$ cat config.mk
export PLATFORM = sky130hd
export DESIGN_NAME = trig_glitch_filter
export DESIGN_NICKNAME = d
export VERILOG_FILES = /design/src/rtl/tgf_pkg.sv /design/src/rtl/tgf_len_reg.sv /design/src/rtl/tgf_sync.sv /design/src/rtl/tgf_chan.sv /design/src/rtl/trig_glitch_filter.sv
export SDC_FILE = /design/constraint.sdc
export NUM_CORES = 1
export LEC_CHECK = 0
export CORE_AREA = 2 2 127 129
export CTS_CLUSTER_SIZE = 20
export DETAILED_ROUTE_END_ITERATION = 12
export DIE_AREA = 0 0 129 131
export DONT_BUFFER_PORTS = 1
export MAX_ROUTING_LAYER = met4
export PLACE_DENSITY = 0.62
export REMOVE_ABC_BUFFERS = 1
export SLEW_MARGIN = 20
export SYNTH_ARGS = -nofsm -noshare
export SYNTH_HDL_FRONTEND = slang
export SYNTH_SLANG_ARGS = --single-unit
export TNS_END_PERCENT = 1
$ cat constraint.sdc
create_clock -name clk -period 4.8 [get_ports clk]
set_clock_uncertainty 0.1 [all_clocks]
set_input_delay 0.48 -clock clk [delete_from_list [all_inputs] [get_ports clk]]
set_output_delay 0.48 -clock clk [all_outputs]
set_load 0.05 [all_outputs]
$ cat src/rtl/tgf_pkg.sv
package tgf_pkg;

    // Width of the register data path
    localparam int REG_W = 32;

    // Stable-time length in clocks for an exponent code: 2^code + 1
    function automatic int unsigned stable_len(input int unsigned code);
        return (32'd1 << code) + 32'd1;
    endfunction

endpackage

$ cat src/rtl/tgf_len_reg.sv
module tgf_len_reg #(
    parameter int                CODE_W     = 4,
    parameter int                ADDR_W     = 8,
    parameter logic [ADDR_W-1:0] LEN_OFFSET = 'h0C
) (
    input  logic                     clk,
    input  logic                     rst_n,
    input  logic                     wr_en,
    input  logic [ADDR_W-1:0]        addr,
    input  logic [CODE_W-1:0]        wcode,
    input  logic                     locked,
    output logic [tgf_pkg::REG_W-1:0] rdata,
    output logic [CODE_W-1:0]        len_code
);
    import tgf_pkg::*;

    typedef struct packed {
        logic [CODE_W-1:0] code;
    } len_state_t;

    len_state_t st_d, st_q;
    logic       hit;

    always_comb begin
        st_d = st_q;
        hit  = (addr == LEN_OFFSET);
        if (wr_en && hit && !locked) begin
            st_d.code = wcode;
        end
    end

    always_ff @(posedge clk or negedge rst_n) begin
        if (!rst_n) begin
            st_q <= '0;
        end else begin
            st_q <= st_d;
        end
    end

    assign len_code = st_q.code;
    assign rdata    = hit ? {{(REG_W-CODE_W){1'b0}}, st_q.code} : '0;

endmodule

$ cat src/rtl/tgf_sync.sv
module tgf_sync #(
    parameter int WIDTH = 4
) (
    input  logic             clk,
    input  logic             rst_n,
    input  logic [WIDTH-1:0] async_in,
    output logic [WIDTH-1:0] sync_out
);
    typedef struct packed {
        logic [WIDTH-1:0] meta;
        logic [WIDTH-1:0] stable;
    } sync_state_t;

    sync_state_t st_d, st_q;

    always_comb begin
        st_d.meta   = async_in;
        st_d.stable = st_q.meta;
    end

    always_ff @(posedge clk or negedge rst_n) begin
        if (!rst_n) begin
            st_q <= '0;
        end else begin
            st_q <= st_d;
        end
    end

    assign sync_out = st_q.stable;

endmodule

$ cat src/rtl/tgf_chan.sv
module tgf_chan #(
    parameter int CODE_W = 4,
    parameter int CNT_W  = 16
) (
    input  logic              clk,
    input  logic              rst_n,
    input  logic              sync_in,
    input  logic [CODE_W-1:0] len_code,
    output logic              level,
    output logic              rise,
    output logic              fall
);
    typedef struct packed {
        logic [CNT_W-1:0] cnt;
        logic             lvl;
        logic             rise;
        logic             fall;
    } chan_state_t;

    chan_state_t      st_d, st_q;
    logic [CNT_W-1:0] req_len;
    logic [CNT_W-1:0] cnt_inc;

    // Required stable length: 2^code + 1 clocks
    assign req_len = (CNT_W'(1) << len_code) + CNT_W'(1);

    always_comb begin
        st_d      = st_q;
        st_d.rise = 1'b0;
        st_d.fall = 1'b0;
        cnt_inc   = st_q.cnt + CNT_W'(1);
        if (sync_in == st_q.lvl) begin
            st_d.cnt = '0;
        end else if (cnt_inc >= req_len) begin
            st_d.cnt  = '0;
            st_d.lvl  = sync_in;
            st_d.rise = sync_in;
            st_d.fall = !sync_in;
        end else begin
            st_d.cnt = cnt_inc;
        end
    end

    always_ff @(posedge clk or negedge rst_n) begin
        if (!rst_n) begin
            st_q <= '0;
        end else begin
            st_q <= st_d;
        end
    end

    assign level = st_q.lvl;
    assign rise  = st_q.rise;
    assign fall  = st_q.fall;

endmodule

$ cat src/rtl/trig_glitch_filter.sv
module trig_glitch_filter #(
    parameter int                NUM_TRIG   = 4,
    parameter int                CODE_W     = 4,
    parameter int                ADDR_W     = 8,
    parameter logic [ADDR_W-1:0] LEN_OFFSET = 'h0C
) (
    input  logic                clk,
    input  logic                rst_n,
    input  logic                reg_wr,
    input  logic [ADDR_W-1:0]   reg_addr,
    input  logic [31:0]         reg_wdata,
    output logic [31:0]         reg_rdata,
    input  logic                consumer_en,
    input  logic [NUM_TRIG-1:0] trig_raw,
    output logic [NUM_TRIG-1:0] trig_level,
    output logic [NUM_TRIG-1:0] trig_rise,
    output logic [NUM_TRIG-1:0] trig_fall
);
    // Counter must hold the longest length, 2^(2^CODE_W - 1) + 1
    localparam int MAX_CODE = (1 << CODE_W) - 1;
    localparam int CNT_W    = $clog2((1 << MAX_CODE) + 2);

    logic [CODE_W-1:0]   len_code;
    logic [NUM_TRIG-1:0] trig_sync;
    logic                unused_wdata;

    assign unused_wdata = ^reg_wdata[31:CODE_W];

    tgf_len_reg #(
        .CODE_W    (CODE_W),
        .ADDR_W    (ADDR_W),
        .LEN_OFFSET(LEN_OFFSET)
    ) u_len_reg (
        .clk     (clk),
        .rst_n   (rst_n),
        .wr_en   (reg_wr),
        .addr    (reg_addr),
        .wcode   (reg_wdata[CODE_W-1:0]),
        .locked  (consumer_en),
        .rdata   (reg_rdata),
        .len_code(len_code)
    );

    tgf_sync #(.WIDTH(NUM_TRIG)) u_sync (
        .clk     (clk),
        .rst_n   (rst_n),
        .async_in(trig_raw),
        .sync_out(trig_sync)
    );

    for (genvar g = 0; g < NUM_TRIG; g++) begin : g_chan
        tgf_chan #(
            .CODE_W(CODE_W),
            .CNT_W (CNT_W)
        ) u_chan (
            .clk     (clk),
            .rst_n   (rst_n),
            .sync_in (trig_sync[g]),
            .len_code(len_code),
            .level   (trig_level[g]),
            .rise    (trig_rise[g]),
            .fall    (trig_fall[g])
        );
    end

endmodule

==> reports/summary.txt, run 1 <==
CTS root buffer -> clkbuf_16
share of async-settable or async-resettable flops after synthesis -> 100%
relative slew slack -> 39.9%
Worst setup EP type -> register
synth unique cells -> 67
post-cts resize count -> 0
register share of total power -> 40.1%
worst skew pair latency -> 0.34 ns
max_cap viols -> 0
die area -> 16900 sq um
vias in the first global route -> 4383
CP Capture Point -> g_chan[3].u_chan.st_q[8]$_DFF_PN0_
initial core utilization -> 39.3%
Gate power share -> 30.3%
static leakage power -> 0.00314 uW
final hold viol count -> 0
met2 wire length -> 6250 um
Peak Freq -> 263 MHz
Avg Cell Area, Syn -> 10.2 sq um
main area contributors after synthesis -> dfrtp_1 36%, ha_1 13%, xnor2_1 5.3%
number of CTS-inserted buffers -> 9
Hold WC Path Type -> in -> reg
placed cell count -> 798
cell row count -> 46
input/output buffers -> 0
vias per cell -> 5.26
Vias -> 4297
Worst Path Buf+Inv -> 1
number of synthesized flops with an enable pin -> 0
met3 WL -> 672 um
post-route DRC violation count -> 0
dominant cell type by area after synthesis -> dfrtp_1
#FFs+latches synth -> 88
RSZ-0062 raised after global routing -> no
share of post-route cells with drive strength above 1 -> 11.4%
Power Internal -> 1560 uW
WL/cell -> 15.9 um
DR pass1 iterations -> 5
sequential area share after synthesis -> 35.9%
setup TNS -> 0 ns
Synth warnings -> 0
largest net degree at the start of global routing -> 89
Synth Flop Type -> dfrtp_1
Levels on crit path -> 12
Post-DP Area -> 6130 sq um
element type at the critical path start -> register
Ports -> 92
1st-iter DRT viols -> 280
reg2reg end -> g_chan[3].u_chan.st_q[8]$_DFF_PN0_
kind of critical path -> reg -> reg
Pwr per Cell Area -> 397 nW/um^2
Layout area overhead -> 5.89%
synthesized cell area -> 6130 sq um
reg2reg start -> u_len_reg.len_code[1]$_DFFE_PN0P_
Worst EP arrival -> 3.88 ns
crit path launch -> u_len_reg.len_code[1]$_DFFE_PN0P_
Die Span Y -> 131 um
slew at the pin closest to its max-slew limit -> 0.902 ns
wl on met1 -> 5770 um
Placement Setup Slack -> 1.02 ns
CP Cell Sequence -> nor2_1, nand2_1, inv_1, ha_1, xor2_1, ha_1, a211o_1, a21oi_1, a221oi_2, o31ai_2, o2111ai_2, nor2b_1
CTS tree -> yes
sw frac -> 39.5%
final setup margin -> 1.00 ns
Max VDD drop -> 0.000177 V
Crit path largest cell delay -> 0.74 ns
global-route usage over all layers -> 17.0%
Final setup viols -> 0
Worst Reg2Reg Path Length in Cells -> 12
worst reg2reg setup slack -> 1.00 ns
overall power -> 2580 uW
fin area -> 6500 sq um
top layer in use -> met4
Layout Nets -> 708
core area -> 15600 sq um
Period minus WS final -> 3.80 ns
Die X -> 129 um
first-pass GRT wire length -> 21600 um
gr ovfl total -> 0
Yosys top cell area share -> 35.9%
delay-heaviest family, CP -> compound AO/OA/AOI/OAI gates
Post-DP HPWL -> 9560 um
net switching power -> 1020 uW
crit share post-route -> 79.1%
CP max stage cell -> o2111ai_2
Placer Congestion -> 0.856
Slew Limit Fails -> 0
cell mode on critical path -> ha_1
Crit Path Max Fanout -> 16
Final Non-Filler Cells -> 817
H-tree depth -> 3
clock slew at reported path FFs -> 0.06 ns
total wire length -> 13000 um
Final ANT Viol Nets -> 0
CP Data Required Time -> 4.89 ns
outcome -> finished clean
Post-Syn Instances -> 604
clock sink total -> 88
CTS Buffer Depth -> 2
clock power share -> 29.7%
initial antenna violation count -> 2
## logic make-up (layout without fill, tap and decap cells)
logic type / count (synthesis) / count (layout) / share of synthesized area, %
xor gates and xnor gates: 61 / 61 / 9.06
DFF: 88 / 88 / 35.9
muxes: 7 / 7 / 1.35
and+or+nand+nor: 226 / 226 / 21.3
adders and majority gates: 66 / 66 / 13.4
other: 1 / 30 / 0.0611
AOI/OAI and AO/OA: 79 / 79 / 11.0
buffers and inverters: 76 / 44 / 7.93
## sequential cells by signal, summed over array words and instances, names as in the netlist
signal               cells
g_chan.u_chan.st_q      64
g_chan.u_chan.fall       4
g_chan.u_chan.level      4
g_chan.u_chan.rise       4
u_len_reg.len_code       4
u_sync.st_d              4
u_sync.sync_out          4
## worst min path at each step
stage | startpoint | end | slack, ns | cells past startpoint
detailed placement | rst_n | g_chan[2].u_chan.st_q[18]$_DFF_PN0_ | 0.09 | 0
finish | trig_raw[1] | u_sync.st_d[1]$_DFF_PN0_ | 0.06 | 0
CTS | trig_raw[1] | u_sync.st_d[1]$_DFF_PN0_ | 0.04 | 0
floorplan | rst_n | g_chan[0].u_chan.fall$_DFF_PN0_ | 0.08 | 0
global placement | rst_n | g_chan[2].u_chan.st_q[18]$_DFF_PN0_ | 0.09 | 0
global route | trig_raw[1] | u_sync.st_d[1]$_DFF_PN0_ | 0.04 | 0
## synthesized netlist by cell type (4+ instances only)
cell type	number
a21oi_1	12
nand3_1	35
o21ai_0	7
nand2b_1	5
a21o_1	6
xnor2_1	37
nor2b_2	17
o2111ai_1	4
dfrtp_1	88
and3_1	22
buf_4	41
mux2_1	4
a211oi_2	11
inv_1	24
xor2_1	22
and4_1	6
ha_1	65
and2_1	10
nor2_1	33
nand4_1	13
a211oi_1	11
nor2b_1	18
buf_6	6
nand2_1	44
## metrics by stage
step / hold WS (ns) / utilization, %
final: 0.0606 / 41.6
after global routing: 0.0433 / 41.6
after CTS: 0.0441 / 41.6
after detailed placement: 0.0868 / 39.3
after global placement: 0.0876 / 39.3
after floorplan: 0.0844 / -
## power groups by stage
stage / Clock (uW) / Sequential [uW] / Combinational, uW
after floorplan: 0 / 1030 / 597
after global placement: 0 / 1050 / 734
after detailed placement: 0 / 1050 / 759
after CTS: 786 / 1030 / 786
after global routing: 813 / 1050 / 870
final: 765 / 1030 / 781
## layer usage
layer  track usage [%]  vias to the layer above
li1                  -                     2056
met4              7.16                        0
met2              27.6                      108
met3              3.58                       20
met5                 -                        -
met1              20.6                     2113
## layout by cell type (no fill, tap or decap), types with 6 or more instances in the layout
cell       netlist  routed
clkbuf_16        0       9
a211oi_1        11      11
nor2b_2         17      17
xor2_1          22      22
xnor2_1         37      37
ha_1            65      65
dfrtp_1         88      88
and2_1          10      10
inv_1           24      24
o21ai_0          7       7
nand2_1         44      44
and3_1          22      22
conb_1           1      28
nand4_1         13      13
nor2_1          33      33
nand3_1         35      35
a21o_1           6       6
nor2b_1         18      18
a21oi_1         12      12
a211oi_2        11      11
and4_1           6       6
## area by class of cell
cell class | instances | area, sq um
clock buffers | 12 | 256
repair buffers | 5 | 60.1
fillers | 1464 | 9100
well taps | 216 | 270
multi-input cells | 467 | 3550
flip-flops and latches | 88 | 2200
diodes | 2 | 5.00
clock inverters | 3 | 65.1
inverters | 24 | 90.1
## what timing repair did
item | CTS | global route
hold buffers | 2 | 0
buffers inserted | 0 | 0
endpoints found under the hold margin | 88 | 0
(Power assumes the default switching activity.)
==> run 2, diff against run 1 <==
--- a/config.mk
+++ b/config.mk
@@ -5,10 +5,11 @@
 export SDC_FILE = /design/constraint.sdc
 export NUM_CORES = 1
 export LEC_CHECK = 0
-export CORE_AREA = 2 2 127 129
+export ABC_AREA = 1
+export CORE_AREA = 2 2 132 134
 export CTS_CLUSTER_SIZE = 20
 export DETAILED_ROUTE_END_ITERATION = 12
-export DIE_AREA = 0 0 129 131
+export DIE_AREA = 0 0 134 136
 export DONT_BUFFER_PORTS = 1
 export MAX_ROUTING_LAYER = met4
 export PLACE_DENSITY = 0.62
==> constraint.sdc (replaced) <==
create_clock -name clk -period 3.9 [get_ports clk]
set_clock_uncertainty 0.1 [all_clocks]
set_input_delay 0.39 -clock clk [delete_from_list [all_inputs] [get_ports clk]]
set_output_delay 0.39 -clock clk [all_outputs]
set_load 0.05 [all_outputs]
==> reports/summary.txt, run 2 <==
sequential area share after synthesis -> 33.2%
overall power -> 3370 uW
Ports -> 92
Synth Flop Type -> dfrtp_1
die area -> 18200 sq um
Seq. cell area -> 2200 sq um
global-route usage over all layers -> 15.5%
Max VDD drop -> 0.000264 V
Pwr per Cell Area -> 476 nW/um^2
worst skew pair latency -> 0.36 ns
setup TNS -> 0 ns
multi-input combinational cell area -> 3570 sq um
vias per cell -> 4.57
initial core utilization -> 39.3%
static leakage power -> 0.00380 uW
RSZ-0062 raised after global routing -> no
Post-CTS Setup Inserts -> 0
synth unique cells -> 37
number of CTS-inserted buffers -> 9
share of async-settable or async-resettable flops after synthesis -> 100%
Worst setup EP type -> register
Final setup viols -> 0
Post-DP HPWL -> 9310 um
first-pass GRT wire length -> 21700 um
CTS tree -> yes
Die X -> 134 um
1st-iter DRT viols -> 334
worst reg2reg setup slack -> 0.56 ns
number of synthesized flops with an enable pin -> 0
WL/cell -> 12.1 um
cts hold-fix bufs -> 6
most frequent cells in the layout -> 149 x inv_1, 137 x nand2_1, 88 x dfrtp_1
diode count -> 0
fin area -> 7080 sq um
slew at the pin closest to its max-slew limit -> 0.888 ns
#FFs+latches synth -> 88
core area -> 16900 sq um
largest net degree at the start of global routing -> 89
Worst Reg2Reg Path Length in Cells -> 15
CTS Buffer Depth -> 2
Worst EP arrival -> 3.52 ns
share of post-route cells with drive strength above 1 -> 14.1%
synthesized cell area -> 6630 sq um
Crit Path Max Fanout -> 16
Layout Nets -> 919
max_cap viols -> 0
outcome -> finished clean
top-count cell post-synth -> inv_1
Peak Freq -> 299 MHz
max FFs per register -> 64
most common cell after layout, fill and taps aside -> inv_1
CTS root buffer -> clkbuf_16
Post-Syn Instances -> 810
initial antenna violation count -> 0
crit share post-route -> 85.6%
main area contributors after synthesis -> dfrtp_1 33%, ha_1 12%, inv_1 8.4%
element type at the critical path start -> register
Fin Hold WS -> 0.0798 ns
Final ANT Viol Nets -> 0
Placer Congestion -> 0.836
vias in the first global route -> 4606
Avg Cell Area, Syn -> 8.19 sq um
Post-DP Area -> 6630 sq um
post-cts resize count -> 0
Yosys top cell area share -> 33.2%
Period minus WS final -> 3.34 ns
Hold WC Path Type -> in -> reg
post-route DRC violation count -> 0
Layout area overhead -> 6.77%
reg2reg start -> u_len_reg.len_code[2]$_DFFE_PN0P_
total wire length -> 12500 um
cell row count -> 48
clock sink total -> 88
Die Span Y -> 136 um
Synth warnings -> 0
Slew Limit Fails -> 0
H-tree depth -> 3
final hold viol count -> 0
hold depth -> 1
FILL cells -> 1716
gr ovfl total -> 0
clock slew at reported path FFs -> 0.06 ns
kind of critical path -> reg -> reg
dominant cell type by area after synthesis -> dfrtp_1
Post-synth top cells -> 149 x inv_1, 137 x nand2_1, 88 x dfrtp_1, 69 x nor2_1, 65 x ha_1
reg2reg end -> g_chan[2].u_chan.st_q[6]$_DFF_PN0_
HP Start -> reg_wdata[2]
Largest Register -> g_chan.u_chan.st_q
Vias -> 4731
CP Data Required Time -> 4.08 ns
Hold Crit Endpoint -> u_len_reg.len_code[2]$_DFFE_PN0P_
DR pass1 iterations -> 4
relative slew slack -> 40.6%
input/output buffers -> 0
run 2: worst max path at each step:
stage | from | endpoint | slack (ns)
2_1_floorplan | g_chan[1].u_chan.st_q[3]$_DFF_PN0_ | g_chan[1].u_chan.st_q[18]$_DFF_PN0_ | 0.95
3_3_place_gp | g_chan[1].u_chan.st_q[3]$_DFF_PN0_ | g_chan[1].u_chan.st_q[18]$_DFF_PN0_ | 0.60
3_5_place_dp | g_chan[2].u_chan.st_q[5]$_DFF_PN0_ | g_chan[2].u_chan.st_q[6]$_DFF_PN0_ | 0.55
4_1_cts | u_len_reg.len_code[2]$_DFFE_PN0P_ | g_chan[2].u_chan.st_q[6]$_DFF_PN0_ | 0.52
5_1_grt | u_len_reg.len_code[2]$_DFFE_PN0P_ | g_chan[1].u_chan.st_q[3]$_DFF_PN0_ | 0.18
6_report | u_len_reg.len_code[2]$_DFFE_PN0P_ | g_chan[2].u_chan.st_q[6]$_DFF_PN0_ | 0.56
run 2: area by class of cell:
type / instances / area share (%)
multi-input cells: 548 / 50.5
flip-flops and latches: 88 / 31.1
inverters: 153 / 8.15
well taps: 225 / 3.98
clock buffers: 11 / 3.43
clock inverters: 5 / 1.80
repair buffers: 6 / 1.10
run 2: per-layer routing:
metal  routed length (um)  up-vias  track usage (%)
li1                     -     2465                -
met1                 5880     2164             19.0
met2                 5790       82             24.8
met3                  592       20             4.44
met4                  248        0             5.08
met5                    0        -                -
run 2: critical path, stage by stage (launching register included):
cell and delay (ns):
dfrtp_1 0.52, nor4_1 0.42, ha_1 0.23, xor2_1 0.43, ha_1 0.33, nand2_1 0.06, inv_1 0.03, nand2_1 0.06
nand2_1 0.05, nand2_1 0.06, nand2_1 0.06, a21oi_1 0.15, nor2_1 0.08, nor2_2 0.17, nand3_4 0.32, nor2_1 0.19
run 2: cells by family after synthesis:
group           after synthesis  synth area share (%)
xor+xnor                     40                  5.28
buf+inv                     201                  14.5
compound gates               33                  3.06
simple gates                378                  31.0
fa+ha+maj                    65                  12.3
flops                        88                  33.2
mux                           4                 0.679
other cells                   1                0.0565
run 2: report_power, final:
part	leakage (uW)	internal, uW	switching (uW)
Sequential	0.00120	1000	243
Clock	0.000176	709	379
Combinational	0.00242	293	744
Total	0.00380	2010	1370
run 2: stage by stage:
stage | std cells | utilization [%] | setup slack, ns
finish | 1036 | 42.0 | 0.561
global route | 1036 | 42.0 | 0.180
CTS | 1036 | 42.0 | 0.525
detailed placement | 1014 | 39.3 | 0.551
global placement | 1014 | 39.3 | 0.603
floorplan | 789 | - | 0.950
==> run 3, diff against run 2 <==
--- a/config.mk
+++ b/config.mk
@@ -6,13 +6,13 @@
 export NUM_CORES = 1
 export LEC_CHECK = 0
 export ABC_AREA = 1
-export CORE_AREA = 2 2 132 134
+export CORE_AREA = 2 2 113 115
 export CTS_CLUSTER_SIZE = 20
 export DETAILED_ROUTE_END_ITERATION = 12
-export DIE_AREA = 0 0 134 136
+export DIE_AREA = 0 0 115 117
 export DONT_BUFFER_PORTS = 1
 export MAX_ROUTING_LAYER = met4
-export PLACE_DENSITY = 0.62
+export PLACE_DENSITY = 0.78
 export REMOVE_ABC_BUFFERS = 1
 export SLEW_MARGIN = 20
 export SYNTH_ARGS = -nofsm -noshare
==> reports/summary.txt, run 3 (synthesis results as in run 2) <==
outcome -> finished clean
CTS root buffer -> clkbuf_16
max_cap viols -> 0
Post-DP HPWL -> 9150 um
crit share post-route -> 87.6%
Layout area overhead -> 5.13%
CP max stage cell -> dfrtp_1
post-cts resize count -> 0
element type at the critical path start -> register
reg2reg end -> g_chan[2].u_chan.st_q[6]$_DFF_PN0_
static leakage power -> 0.00379 uW
largest net degree at the start of global routing -> 89
crit path launch -> g_chan[2].u_chan.st_q[3]$_DFF_PN0_
worst reg2reg setup slack -> 0.49 ns
initial core utilization -> 53.9%
WL/cell -> 12.9 um
CP Data Required Time -> 4.07 ns
Peak Freq -> 293 MHz
Largest Register -> g_chan.u_chan.st_q
Worst EP arrival -> 3.59 ns
worst skew pair latency -> 0.35 ns
Max VDD drop -> 0.000311 V
kind of critical path -> reg -> reg
Hold WC Path Type -> in -> reg
fin area -> 6970 sq um
overall power -> 3330 uW
Pwr per Cell Area -> 477 nW/um^2
Die Span Y -> 117 um
input/output buffers -> 0
Die X -> 115 um
number of CTS-inserted buffers -> 9
Post-DP Area -> 6540 sq um
Crit path largest cell delay -> 0.40 ns
diode count -> 0
clock slew at reported path FFs -> 0.06 ns
Vias -> 4815
CP Cell Sequence -> nand3_1, nor2_1, nand2_1, nor2_2, nand3_1, nor2_1, nand4_1, xor2_1, inv_1, ha_1, nand2_1, inv_1, a221oi_1, inv_1, nor2_2, nand3_4, nor2_1
HP Start -> reg_wdata[1]
Final setup viols -> 0
vias in the first global route -> 4686
global-route usage over all layers -> 21.2%
hold depth -> 1
final core occ -> 56.6%
Worst setup EP type -> register
die area -> 13500 sq um
core area -> 12300 sq um
most common cell after layout, fill and taps aside -> inv_1
final setup margin -> 0.485 ns
clock sink total -> 88
cell row count -> 41
post-route DRC violation count -> 0
CTS Buffer Depth -> 2
relative slew slack -> 41.3%
reg2reg start -> g_chan[2].u_chan.st_q[3]$_DFF_PN0_
slew at the pin closest to its max-slew limit -> 0.877 ns
CTS tree -> yes
Ports -> 92
max FFs per register -> 64
Layout Nets -> 919
1st-iter DRT viols -> 226
initial antenna violation count -> 0
vias per cell -> 5.01
first-pass GRT wire length -> 21500 um
Post-CTS Setup Inserts -> 0
total wire length -> 12400 um
RSZ-0062 raised after global routing -> no
gr ovfl total -> 0
Crit Path Max Fanout -> 16
most frequent cells in the layout -> 149 x inv_1, 137 x nand2_1, 88 x dfrtp_1
delay-heaviest family, CP -> simple AND/OR/NAND/NOR gates
Placer Congestion -> 0.968
cts hold-fix bufs -> 6
final hold viol count -> 0
Period minus WS final -> 3.41 ns
share of post-route cells with drive strength above 1 -> 14.1%
DR pass1 iterations -> 4
Hold Crit Endpoint -> u_len_reg.len_code[1]$_DFFE_PN0P_
Slew Limit Fails -> 0
setup TNS -> 0 ns
Placement Setup Slack -> 0.536 ns
H-tree depth -> 3
Worst Path Buf+Inv -> 3
Final ANT Viol Nets -> 0
Worst Reg2Reg Path Length in Cells -> 17
==> run 3: stage by stage <==
step           hold slack, ns  instances
4_1_cts                0.0739        961
5_1_grt                0.0779        961
3_3_place_gp        -0.000997        939
6_report               0.0841        961
2_1_floorplan        -0.00559        789
3_5_place_dp         -0.00117        939
==> run 3: how the worst max path moves through the flow <==
stage | end | slack (ns) | cells past startpoint
floorplan | g_chan[1].u_chan.st_q[18]$_DFF_PN0_ | 0.95 | 15
global placement | g_chan[1].u_chan.st_q[18]$_DFF_PN0_ | 0.60 | 15
detailed placement | g_chan[1].u_chan.st_q[18]$_DFF_PN0_ | 0.54 | 15
CTS | g_chan[2].u_chan.st_q[5]$_DFF_PN0_ | 0.46 | 17
global route | g_chan[2].u_chan.st_q[6]$_DFF_PN0_ | 0.09 | 17
finish | g_chan[2].u_chan.st_q[6]$_DFF_PN0_ | 0.49 | 17
==> run 3: where the power goes <==
part / total, uW / switching (uW) / internal, uW / leakage (uW)
combinational: 1050 / 757 / 295 / 0.00242
clock: 1020 / 359 / 663 / 0.000173
sequential: 1250 / 250 / 1010 / 0.00120
==> run 3: cell type report <==
type,instances,area (sq um)
clock buffer,12,256
tap,150,188
inverter,153,577
sequential,88,2200
timing repair buffer,6,77.6
multi-input combinational,548,3570
fill,1093,5340
clock inverter,4,98.8
==> run 3: layer usage <==
metal / vias up / wire length (um) / GRT usage (%)
met4: 0 / 199 / 7.55
met3: 16 / 715 / 4.69
li1: 2469 / - / -
met1: 2235 / 5650 / 26.9
met2: 95 / 5860 / 33.4
met5: - / 0 / -
